--- src/rtl/aclink_cmd_pkg.sv ---
package aclink_cmd_pkg;

  // Host register byte offsets (software decodes these)
  localparam logic [7:0] OFF_SLOT1  = 8'h80;
  localparam logic [7:0] OFF_SLOT2  = 8'h84;
  localparam logic [7:0] OFF_RAW    = 8'h8C;
  localparam logic [7:0] OFF_MASKED = 8'h90;
  localparam logic [7:0] OFF_MASK   = 8'h94;
  localparam logic [7:0] OFF_ACK    = 8'h98;
  localparam logic [7:0] OFF_CTRL   = 8'h9C;
  localparam logic [7:0] OFF_COLD   = 8'hA0;
  localparam logic [7:0] OFF_WARM   = 8'hA4;

  // Status bit positions shared by raw, mask and masked views
  localparam int STAT_W     = 7;
  localparam int BIT_WAKE   = 0;
  localparam int BIT_REPLY  = 1;
  localparam int BIT_READY  = 5;
  localparam int BIT_SENT   = 6;
  localparam logic [STAT_W-1:0] STAT_IMPL = 7'b110_0011;

  typedef enum logic [1:0] {
    CMD_IDLE,
    CMD_PEND,
    CMD_SEND,
    CMD_WAIT
  } cmdState_t;

  // Strobes and levels from control to datapath
  typedef struct packed {
    logic issue;
    logic issueRead;
    logic wrDone;
    logic rdCapture;
    logic setReady;
    logic busy;
    logic coldActive;
    logic warmActive;
  } ctlBus_t;

endpackage

--- src/rtl/aclink_pulse_timer.sv ---
module aclink_pulse_timer #(
  parameter int CYCLES = 100
) (
  input  logic clk,
  input  logic rstN,
  input  logic start,
  output logic active,
  output logic done
);
  localparam int CNT_W = $clog2(CYCLES + 1);
  localparam logic [CNT_W-1:0] LOAD = CNT_W'(CYCLES - 1);

  logic [CNT_W-1:0] remain;

  always_ff @(posedge clk or negedge rstN) begin
    if (!rstN) begin
      active <= 1'b0;
      remain <= '0;
    end else if (!active) begin
      if (start) begin
        active <= 1'b1;
        remain <= LOAD;
      end
    end else if (remain == '0) begin
      active <= 1'b0;
    end else begin
      remain <= remain - 1'b1;
    end
  end

  assign done = active && (remain == '0);

  // A request while idle always opens a pulse on the next cycle
  assert_pulse_starts_R11: assert property (@(posedge clk) disable iff (!rstN)
    (start && !active) |=> active);

endmodule

--- src/rtl/aclink_cmd_ctrl.sv ---
module aclink_cmd_ctrl
  import aclink_cmd_pkg::*;
#(
  parameter int RST_CYCLES  = 100,
  parameter int SYNC_CYCLES = 300
) (
  input  logic    clk,
  input  logic    rstN,
  input  logic    enable,
  input  logic    cmdStart,
  input  logic    cmdIsRead,
  input  logic    coldReq,
  input  logic    warmReq,
  input  logic    frameStrobe,
  input  logic    rxSlot2Valid,
  input  logic    rxCodecReady,
  output ctlBus_t ctl
);
  cmdState_t state;
  logic      isRead;
  logic      readyArmed;
  logic      coldActive, coldDone;
  logic      warmActive, warmDone;

  aclink_pulse_timer #(.CYCLES(RST_CYCLES)) u_coldTimer (
    .clk(clk), .rstN(rstN), .start(coldReq),
    .active(coldActive), .done(coldDone)
  );

  aclink_pulse_timer #(.CYCLES(SYNC_CYCLES)) u_warmTimer (
    .clk(clk), .rstN(rstN), .start(warmReq),
    .active(warmActive), .done(warmDone)
  );

  always_ff @(posedge clk or negedge rstN) begin
    if (!rstN) begin
      state  <= CMD_IDLE;
      isRead <= 1'b0;
    end else begin
      case (state)
        CMD_IDLE: if (cmdStart) begin
          state  <= CMD_PEND;
          isRead <= cmdIsRead;
        end
        CMD_PEND: if (frameStrobe && enable) state <= CMD_SEND;
        CMD_SEND: if (frameStrobe) state <= isRead ? CMD_WAIT : CMD_IDLE;
        CMD_WAIT: if (frameStrobe && rxSlot2Valid) state <= CMD_IDLE;
        default:  state <= CMD_IDLE;
      endcase
    end
  end

  always_ff @(posedge clk or negedge rstN) begin
    if (!rstN)                     readyArmed <= 1'b0;
    else if (coldDone || warmDone) readyArmed <= 1'b1;
    else if (ctl.setReady)         readyArmed <= 1'b0;
  end

  always_comb begin
    ctl            = '0;
    ctl.issue      = (state == CMD_PEND) && frameStrobe && enable;
    ctl.issueRead  = isRead;
    ctl.wrDone     = (state == CMD_SEND) && frameStrobe && !isRead;
    ctl.rdCapture  = (state == CMD_WAIT) && frameStrobe && rxSlot2Valid;
    ctl.setReady   = readyArmed && frameStrobe && rxCodecReady;
    ctl.busy       = (state != CMD_IDLE);
    ctl.coldActive = coldActive;
    ctl.warmActive = warmActive;
  end

  // Codec-ready is reported once per reset or SYNC pulse
  assert_ready_once_R13: assert property (@(posedge clk) disable iff (!rstN)
    (ctl.setReady && !coldDone && !warmDone) |=> !readyArmed);

endmodule

--- src/rtl/aclink_cmd_dp.sv ---
module aclink_cmd_dp
  import aclink_cmd_pkg::*;
#(
  parameter int SLOT_W = 20
) (
  input  logic              clk,
  input  logic              rstN,
  input  logic [7:0]        hostAddr,
  input  logic              hostWrEn,
  input  logic              hostRdEn,
  input  logic [31:0]       hostWrData,
  output logic [31:0]       hostRdData,
  output logic              irq,
  input  logic              frameStrobe,
  input  logic [SLOT_W-1:0] rxSlot2Data,
  input  logic              rxWake,
  input  ctlBus_t           ctl,
  output logic              cmdStart,
  output logic              cmdIsRead,
  output logic              coldReq,
  output logic              warmReq,
  output logic              enable,
  output logic [SLOT_W-1:0] txSlot1,
  output logic [SLOT_W-1:0] txSlot2,
  output logic              txSlot1Valid,
  output logic              txSlot2Valid
);
  localparam int IDX_W = 8;
  localparam int CMD_W = 16;
  localparam int PAD1  = SLOT_W - IDX_W;
  localparam int PAD2  = SLOT_W - CMD_W;

  logic [IDX_W-1:0]  slot1Reg;
  logic [CMD_W-1:0]  slot2Reg;
  logic [STAT_W-1:0] rawStat, maskReg, statNext, maskedStat;
  logic              enableReg, dataArmed;
  logic              slot1Wr, slot2Wr, slotTouch, ackWr, ctrlWr, maskWr;
  logic              unusedBits;

  assign slot1Wr   = hostWrEn && (hostAddr == OFF_SLOT1);
  assign slot2Wr   = hostWrEn && (hostAddr == OFF_SLOT2);
  assign slotTouch = (hostWrEn || hostRdEn) &&
                     ((hostAddr == OFF_SLOT1) || (hostAddr == OFF_SLOT2));
  assign ackWr     = hostWrEn && (hostAddr == OFF_ACK);
  assign ctrlWr    = hostWrEn && (hostAddr == OFF_CTRL);
  assign maskWr    = hostWrEn && (hostAddr == OFF_MASK);
  assign coldReq   = hostWrEn && (hostAddr == OFF_COLD) && hostWrData[0];
  assign warmReq   = hostWrEn && (hostAddr == OFF_WARM) && hostWrData[0];
  assign cmdStart  = slot1Wr && !ctl.busy;
  assign cmdIsRead = !dataArmed;
  assign enable    = enableReg;
  assign unusedBits = ^{hostWrData[31:CMD_W], rxSlot2Data[PAD2-1:0]};

  always_comb begin
    statNext = rawStat;
    if (slotTouch) begin
      statNext[BIT_REPLY] = 1'b0;
      statNext[BIT_SENT]  = 1'b0;
    end
    if (ackWr && hostWrData[0]) statNext[BIT_WAKE]  = 1'b0;
    if (ackWr && hostWrData[1]) statNext[BIT_READY] = 1'b0;
    if (rxWake)        statNext[BIT_WAKE]  = 1'b1;
    if (ctl.rdCapture) statNext[BIT_REPLY] = 1'b1;
    if (ctl.setReady)  statNext[BIT_READY] = 1'b1;
    if (ctl.wrDone)    statNext[BIT_SENT]  = 1'b1;
  end

  always_ff @(posedge clk or negedge rstN) begin
    if (!rstN) begin
      slot1Reg     <= '0;
      slot2Reg     <= '0;
      dataArmed    <= 1'b0;
      enableReg    <= 1'b0;
      maskReg      <= '0;
      rawStat      <= '0;
      txSlot1Valid <= 1'b0;
      txSlot2Valid <= 1'b0;
    end else begin
      if (cmdStart) slot1Reg <= {!dataArmed, hostWrData[IDX_W-2:0]};
      if (slot2Wr && !ctl.busy)  slot2Reg <= hostWrData[CMD_W-1:0];
      else if (ctl.rdCapture)    slot2Reg <= rxSlot2Data[SLOT_W-1 -: CMD_W];
      if (cmdStart)                  dataArmed <= 1'b0;
      else if (slot2Wr && !ctl.busy) dataArmed <= 1'b1;
      if (ctrlWr) enableReg <= hostWrData[0];
      if (maskWr) maskReg   <= hostWrData[STAT_W-1:0] & STAT_IMPL;
      rawStat <= statNext;
      if (ctl.issue) begin
        txSlot1Valid <= 1'b1;
        txSlot2Valid <= !ctl.issueRead;
      end else if (frameStrobe) begin
        txSlot1Valid <= 1'b0;
        txSlot2Valid <= 1'b0;
      end
    end
  end

  assign txSlot1    = {slot1Reg, {PAD1{1'b0}}};
  assign txSlot2    = {slot2Reg, {PAD2{1'b0}}};
  assign maskedStat = rawStat & maskReg;
  assign irq        = |maskedStat;

  always_comb begin
    case (hostAddr)
      OFF_SLOT1:  hostRdData = 32'(slot1Reg);
      OFF_SLOT2:  hostRdData = 32'(slot2Reg);
      OFF_RAW:    hostRdData = 32'(rawStat);
      OFF_MASKED: hostRdData = 32'(maskedStat);
      OFF_MASK:   hostRdData = 32'(maskReg);
      OFF_CTRL:   hostRdData = {30'd0, ctl.busy, enableReg};
      OFF_COLD:   hostRdData = {31'd0, ctl.coldActive};
      OFF_WARM:   hostRdData = {31'd0, ctl.warmActive};
      default:    hostRdData = '0;
    endcase
  end

  assert_issue_enabled_R9: assert property (@(posedge clk) disable iff (!rstN)
    ctl.issue |-> enableReg);

  assert_index_held_busy_R10: assert property (@(posedge clk) disable iff (!rstN)
    (ctl.busy && $past(ctl.busy)) |-> $stable(slot1Reg));

  assert_sent_flag_R4: assert property (@(posedge clk) disable iff (!rstN)
    ctl.wrDone |=> rawStat[BIT_SENT]);

  assert_ready_ack_R8: assert property (@(posedge clk) disable iff (!rstN)
    (ackWr && hostWrData[1] && !ctl.setReady) |=> !rawStat[BIT_READY]);

  assert_read_frame_flag_R3: assert property (@(posedge clk) disable iff (!rstN)
    (txSlot1Valid && !txSlot2Valid) |-> txSlot1[SLOT_W-1]);

  assert_data_needs_index_R2: assert property (@(posedge clk) disable iff (!rstN)
    txSlot2Valid |-> txSlot1Valid);

  assert_irq_needs_mask_R6: assert property (@(posedge clk) disable iff (!rstN)
    irq |-> (maskReg != '0));

endmodule

--- src/rtl/aclink_cmd_unit.sv ---
module aclink_cmd_unit
  import aclink_cmd_pkg::*;
#(
  parameter int RST_CYCLES  = 100,
  parameter int SYNC_CYCLES = 300,
  parameter int SLOT_W      = 20
) (
  input  logic              clk,
  input  logic              rstN,
  input  logic [7:0]        hostAddr,
  input  logic              hostWrEn,
  input  logic              hostRdEn,
  input  logic [31:0]       hostWrData,
  output logic [31:0]       hostRdData,
  output logic              irq,
  input  logic              frameStrobe,
  output logic [SLOT_W-1:0] txSlot1,
  output logic [SLOT_W-1:0] txSlot2,
  output logic              txSlot1Valid,
  output logic              txSlot2Valid,
  input  logic              rxSlot2Valid,
  input  logic [SLOT_W-1:0] rxSlot2Data,
  input  logic              rxCodecReady,
  input  logic              rxWake,
  output logic              codecResetN,
  output logic              syncOut
);
  ctlBus_t ctl;
  logic    cmdStart, cmdIsRead, coldReq, warmReq, enable;

  aclink_cmd_ctrl #(.RST_CYCLES(RST_CYCLES), .SYNC_CYCLES(SYNC_CYCLES)) u_ctrl (
    .clk(clk), .rstN(rstN), .enable(enable),
    .cmdStart(cmdStart), .cmdIsRead(cmdIsRead),
    .coldReq(coldReq), .warmReq(warmReq),
    .frameStrobe(frameStrobe), .rxSlot2Valid(rxSlot2Valid),
    .rxCodecReady(rxCodecReady), .ctl(ctl)
  );

  aclink_cmd_dp #(.SLOT_W(SLOT_W)) u_dp (
    .clk(clk), .rstN(rstN),
    .hostAddr(hostAddr), .hostWrEn(hostWrEn), .hostRdEn(hostRdEn),
    .hostWrData(hostWrData), .hostRdData(hostRdData), .irq(irq),
    .frameStrobe(frameStrobe), .rxSlot2Data(rxSlot2Data), .rxWake(rxWake),
    .ctl(ctl), .cmdStart(cmdStart), .cmdIsRead(cmdIsRead),
    .coldReq(coldReq), .warmReq(warmReq), .enable(enable),
    .txSlot1(txSlot1), .txSlot2(txSlot2),
    .txSlot1Valid(txSlot1Valid), .txSlot2Valid(txSlot2Valid)
  );

  assign codecResetN = !ctl.coldActive;
  assign syncOut     = ctl.warmActive;

endmodule

--- config.mk ---
export PLATFORM = sky130hd
export DESIGN_NAME = aclink_cmd_unit
export DESIGN_NICKNAME = d
export VERILOG_FILES = /design/src/rtl/aclink_cmd_pkg.sv /design/src/rtl/aclink_pulse_timer.sv /design/src/rtl/aclink_cmd_ctrl.sv /design/src/rtl/aclink_cmd_dp.sv /design/src/rtl/aclink_cmd_unit.sv
export SDC_FILE = /design/constraint.sdc
export NUM_CORES = 1
export LEC_CHECK = 0
export ABC_AREA = 1
export ABC_CLOCK_PERIOD_IN_PS = 1400
export BUFFER_PORTS_ARGS = -buffer_cell sky130_fd_sc_hd__buf_2
export CORE_MARGIN = 2
export CORE_UTILIZATION = 44
export DETAILED_ROUTE_END_ITERATION = 7
export MAX_ROUTING_LAYER = met4
export PLACE_DENSITY = 0.77
export SLEW_MARGIN = 15
export SYNTH_ARGS = -nofsm -noshare
export SYNTH_HDL_FRONTEND = slang
export SYNTH_SLANG_ARGS = --single-unit
--- constraint.sdc ---
create_clock -name clk -period 1.4 [get_ports clk]
set_input_delay 0.21 -clock clk [delete_from_list [all_inputs] [get_ports clk]]
set_output_delay 0.21 -clock clk [all_outputs]
set_load 0.005 [all_outputs]
==> results.json <==
{
  "placed_area_mm2": 0.00427,
  "crit_path_start_kind": "flip-flop",
  "rr_endpoint": "u_ctrl.u_coldTimer.remain[0]$_DFFE_PN0P_",
  "slew_viol_final": 0,
  "grt_pass1_wl_um": 15600,
  "synthesis.area_per_instance_um2": 7.28,
  "overflow": 0,
  "worstRegToRegCells": 8,
  "finalSetupTns_ns": -0.271,
  "fin_crit_sh_pct": 107,
  "rsz0062_at_grt": "true",
  "drc": 0,
  "globalplace.congestion": 0.874,
  "vdd_drop_max_mv": 0.759,
  "finalHoldViolations": 0,
  "multi_input_area_mm2": 0.00190,
  "arrival_ns": 1.29,
  "p_leak_nw": 2.66,
  "end_kind": "primary output",
  "skew_ns": 0.00428,
  "maxCapViolCount": 0,
  "io_buffers": 92,
  "cts_tree": "yes",
  "hold_class": "input port to flip-flop",
  "die_w_um": 94.7,
  "synth.distinct_cells": 35,
  "drive_above_1_share_pct": 36.3,
  "design_area_mm2": 0.00487,
  "reg2reg_slack_ns": 0.03,
  "grt_pass1_vias": 3513,
  "ys_seq_elements": 57,
  "clkLatencyLatePin_ns": 0.34,
  "yosysTopAreaCell": "dfrtp_1",
  "violations": "setup timing",
  "ctsHtreeMaxLevel": 3,
  "post_drt_via_cell_ratio": 4.86,
  "synthArstFlopShare_pct": 100,
  "drtPass1Iterations": 6,
  "synth_edf_count": 0,
  "ant_nets": 0,
  "finalSetupViolCount": 4,
  "numCtsBuffers": 9,
  "nFillCells": 777,
  "cts_buffer_depth": 2,
  "drt_iter0_markers": 218,
  "grt_max_degree": 58,
  "clk_pin_slew_ns": 0.06,
  "power_density_mw_per_mm2": 1300,
  "cts_root_buf": "clkbuf_8",
  "design.die.area_mm2": 0.00897,
  "initial_utilization_pct": 44.7,
  "timing.final.ws_setup_ns": -0.101,
  "netlist_area_mm2": 0.00362,
  "dpl.hpwl_um": 6910,
  "num_rows": 33,
  "crit_type": "flip-flop to primary output",
  "fmax_mhz": 666,
  "syn_to_final_growth_pct": 34.6,
  "nets": 710,
  "worstPathMaxFanout": 3,
  "yosys-top-cells-count": "124 x nand2_1, 83 x nand3_1, 58 x inv_1",
  "register_area_mm2": 0.00143,
  "track_usage_pct": 23.1,
  "synth_top_flop_cell": "dfrtp_1",
  "n_antenna_cell": 0,
  "wl_um": 9820,
  "dieHeight_um": 94.7,
  "cp-endpoint": "hostRdData[1]",
  "core_area_mm2": 0.00809,
  "grt_antenna_before_repair": 0,
  "cts_sinks": 57,
  "yosysMostFrequentCell": "nand2_1",
  "ioPinCount": 145,
  "reg2reg_from": "u_ctrl.u_coldTimer.remain[0]$_DFFE_PN0P_",
  "hold_slack_ns": 0.0624,
  "yosys.area.top_type_share_pct": 39.4,
  "hp-start": "rxWake",
  "yosys-top-cells-area": "dfrtp_1 39%, nand2_1 13%, nand3_1 11%",
  "vias": 3648,
  "routedWlPerCell_um": 13.1,
  "ys_seq_area_share_pct": 39.4,
  "timing.final.crit_period_ns": 1.50,
  "syn_inst": 497,
  "cp.required_ns": 1.19,
  "yosysWarnings": 0,
  "setup.worst_path.start": "u_ctrl.state[1]$_DFFE_PN0P_",
  "status": "complete, but fails checks"
}
[timing repair]
action	in CTS	in global routing
buffers inserted	10	8
resized for setup	14	55
pin swaps	17	20
hold endpoints to repair	57	0
cloned	0	2
hold buffers	1	0
setup endpoints to repair	12	49
[metrics by stage]
step / setup slack [ns] / power, mW / std cells / utilization [%]
6_report: -0.101 / 6.32 / 750 / 60.2
5_1_grt: -0.194 / 6.74 / 750 / 60.2
4_1_cts: -0.128 / 6.09 / 740 / 57.2
3_3_place_gp: -0.0577 / 4.00 / 713 / 52.7
3_5_place_dp: -0.0617 / 4.10 / 713 / 52.7
2_1_floorplan: 0.0335 / 3.44 / 528 / -
[worst min-delay path by stage]
| stage | cells after the start | to |
|---|---|---|
| after floorplan | 0 | u_ctrl.readyArmed$_DFFE_PN0P_ |
| after global placement | 2 | u_ctrl.u_coldTimer.remain[2]$_DFFE_PN0P_ |
| after detailed placement | 2 | u_ctrl.u_coldTimer.remain[1]$_DFFE_PN0P_ |
| after CTS | 3 | u_dp.rawStat[0]$_DFFE_PN0P_ |
| after global routing | 3 | u_dp.slot2Reg[6]$_DFFE_PN0P_ |
| final | 3 | u_dp.rawStat[0]$_DFFE_PN0P_ |
[cell usage in the layout (no fill, tap or decap), drive strengths merged, types with 2 or more instances in the layout]
| cell | netlist | layout |
|---|---|---|
| ha | 2 | 2 |
| nand3b | 2 | 2 |
| nor2 | 46 | 46 |
| nand2 | 136 | 137 |
| inv | 68 | 67 |
| clkbuf | 3 | 10 |
| nand4 | 3 | 3 |
| xor2 | 2 | 2 |
| dfrtp | 57 | 57 |
| buf | 42 | 143 |
| nand3 | 85 | 86 |
| o21ai | 33 | 33 |
| nor3 | 6 | 6 |
| bufinv | 0 | 3 |
| conb | 1 | 32 |
| a21oi | 4 | 4 |
| clkinv | 1 | 5 |
[logic make-up after synthesis]
logic type,synth area share [%]
buf+inv,16.4
fa+ha+maj,0.691
xor+xnor,0.484
flops,39.4
simple gates,36.8
other cells,0.104
compound gates,6.19
[sequential cells by signal, summed over array words and instances, names as in the netlist]
name,flops
u_dp.slot2Reg,16
u_ctrl.u_warmTimer.remain,9
u_dp.slot1Reg,8
u_ctrl.u_coldTimer.remain,7
u_dp.maskReg,4
u_dp.rawStat,4
u_ctrl.state,2
u_ctrl.readyArmed,1
u_ctrl.u_coldTimer.active,1
u_ctrl.u_warmTimer.active,1
u_dp.dataArmed,1
u_dp.enable,1
u_dp.txSlot1Valid,1
u_dp.txSlot2Valid,1
[power by group]
group	total, mW	internal, mW	switching (mW)
clock	1.91	1.22	0.685
combinational	2.08	0.932	1.15
sequential	2.33	2.02	0.307
total	6.32	4.18	2.14
[worst max-delay path: stages (launching register included)]
cell and delay, ns:
dfrtp_1 0.40, inv_2 0.08, nand2_4 0.05, nand3_2 0.07, nand2_2 0.05, nor2_2 0.11, nand2_2 0.06, buf_2 0.12
[layout make-up]
type                            instances  share of cell area [%]
Multi-Input combinational cell        359                    38.9
Sequential cell                        57                    29.4
Timing Repair Buffer                  144                    18.4
Inverter                               69                    5.62
Clock buffer                           10                    2.82
Tap cell                              105                    2.70
Clock inverter                          6                    2.16
[metal layers]
metal	up-vias	share of wire [%]	global-route usage, %
li1	1798	-	-
met1	1691	40	28.0
met5	-	0	-
met3	21	7.1	5.83
met4	0	1.7	9.30
met2	138	51	36.9
No activity file was read; power rests on OpenSTA's default activity.
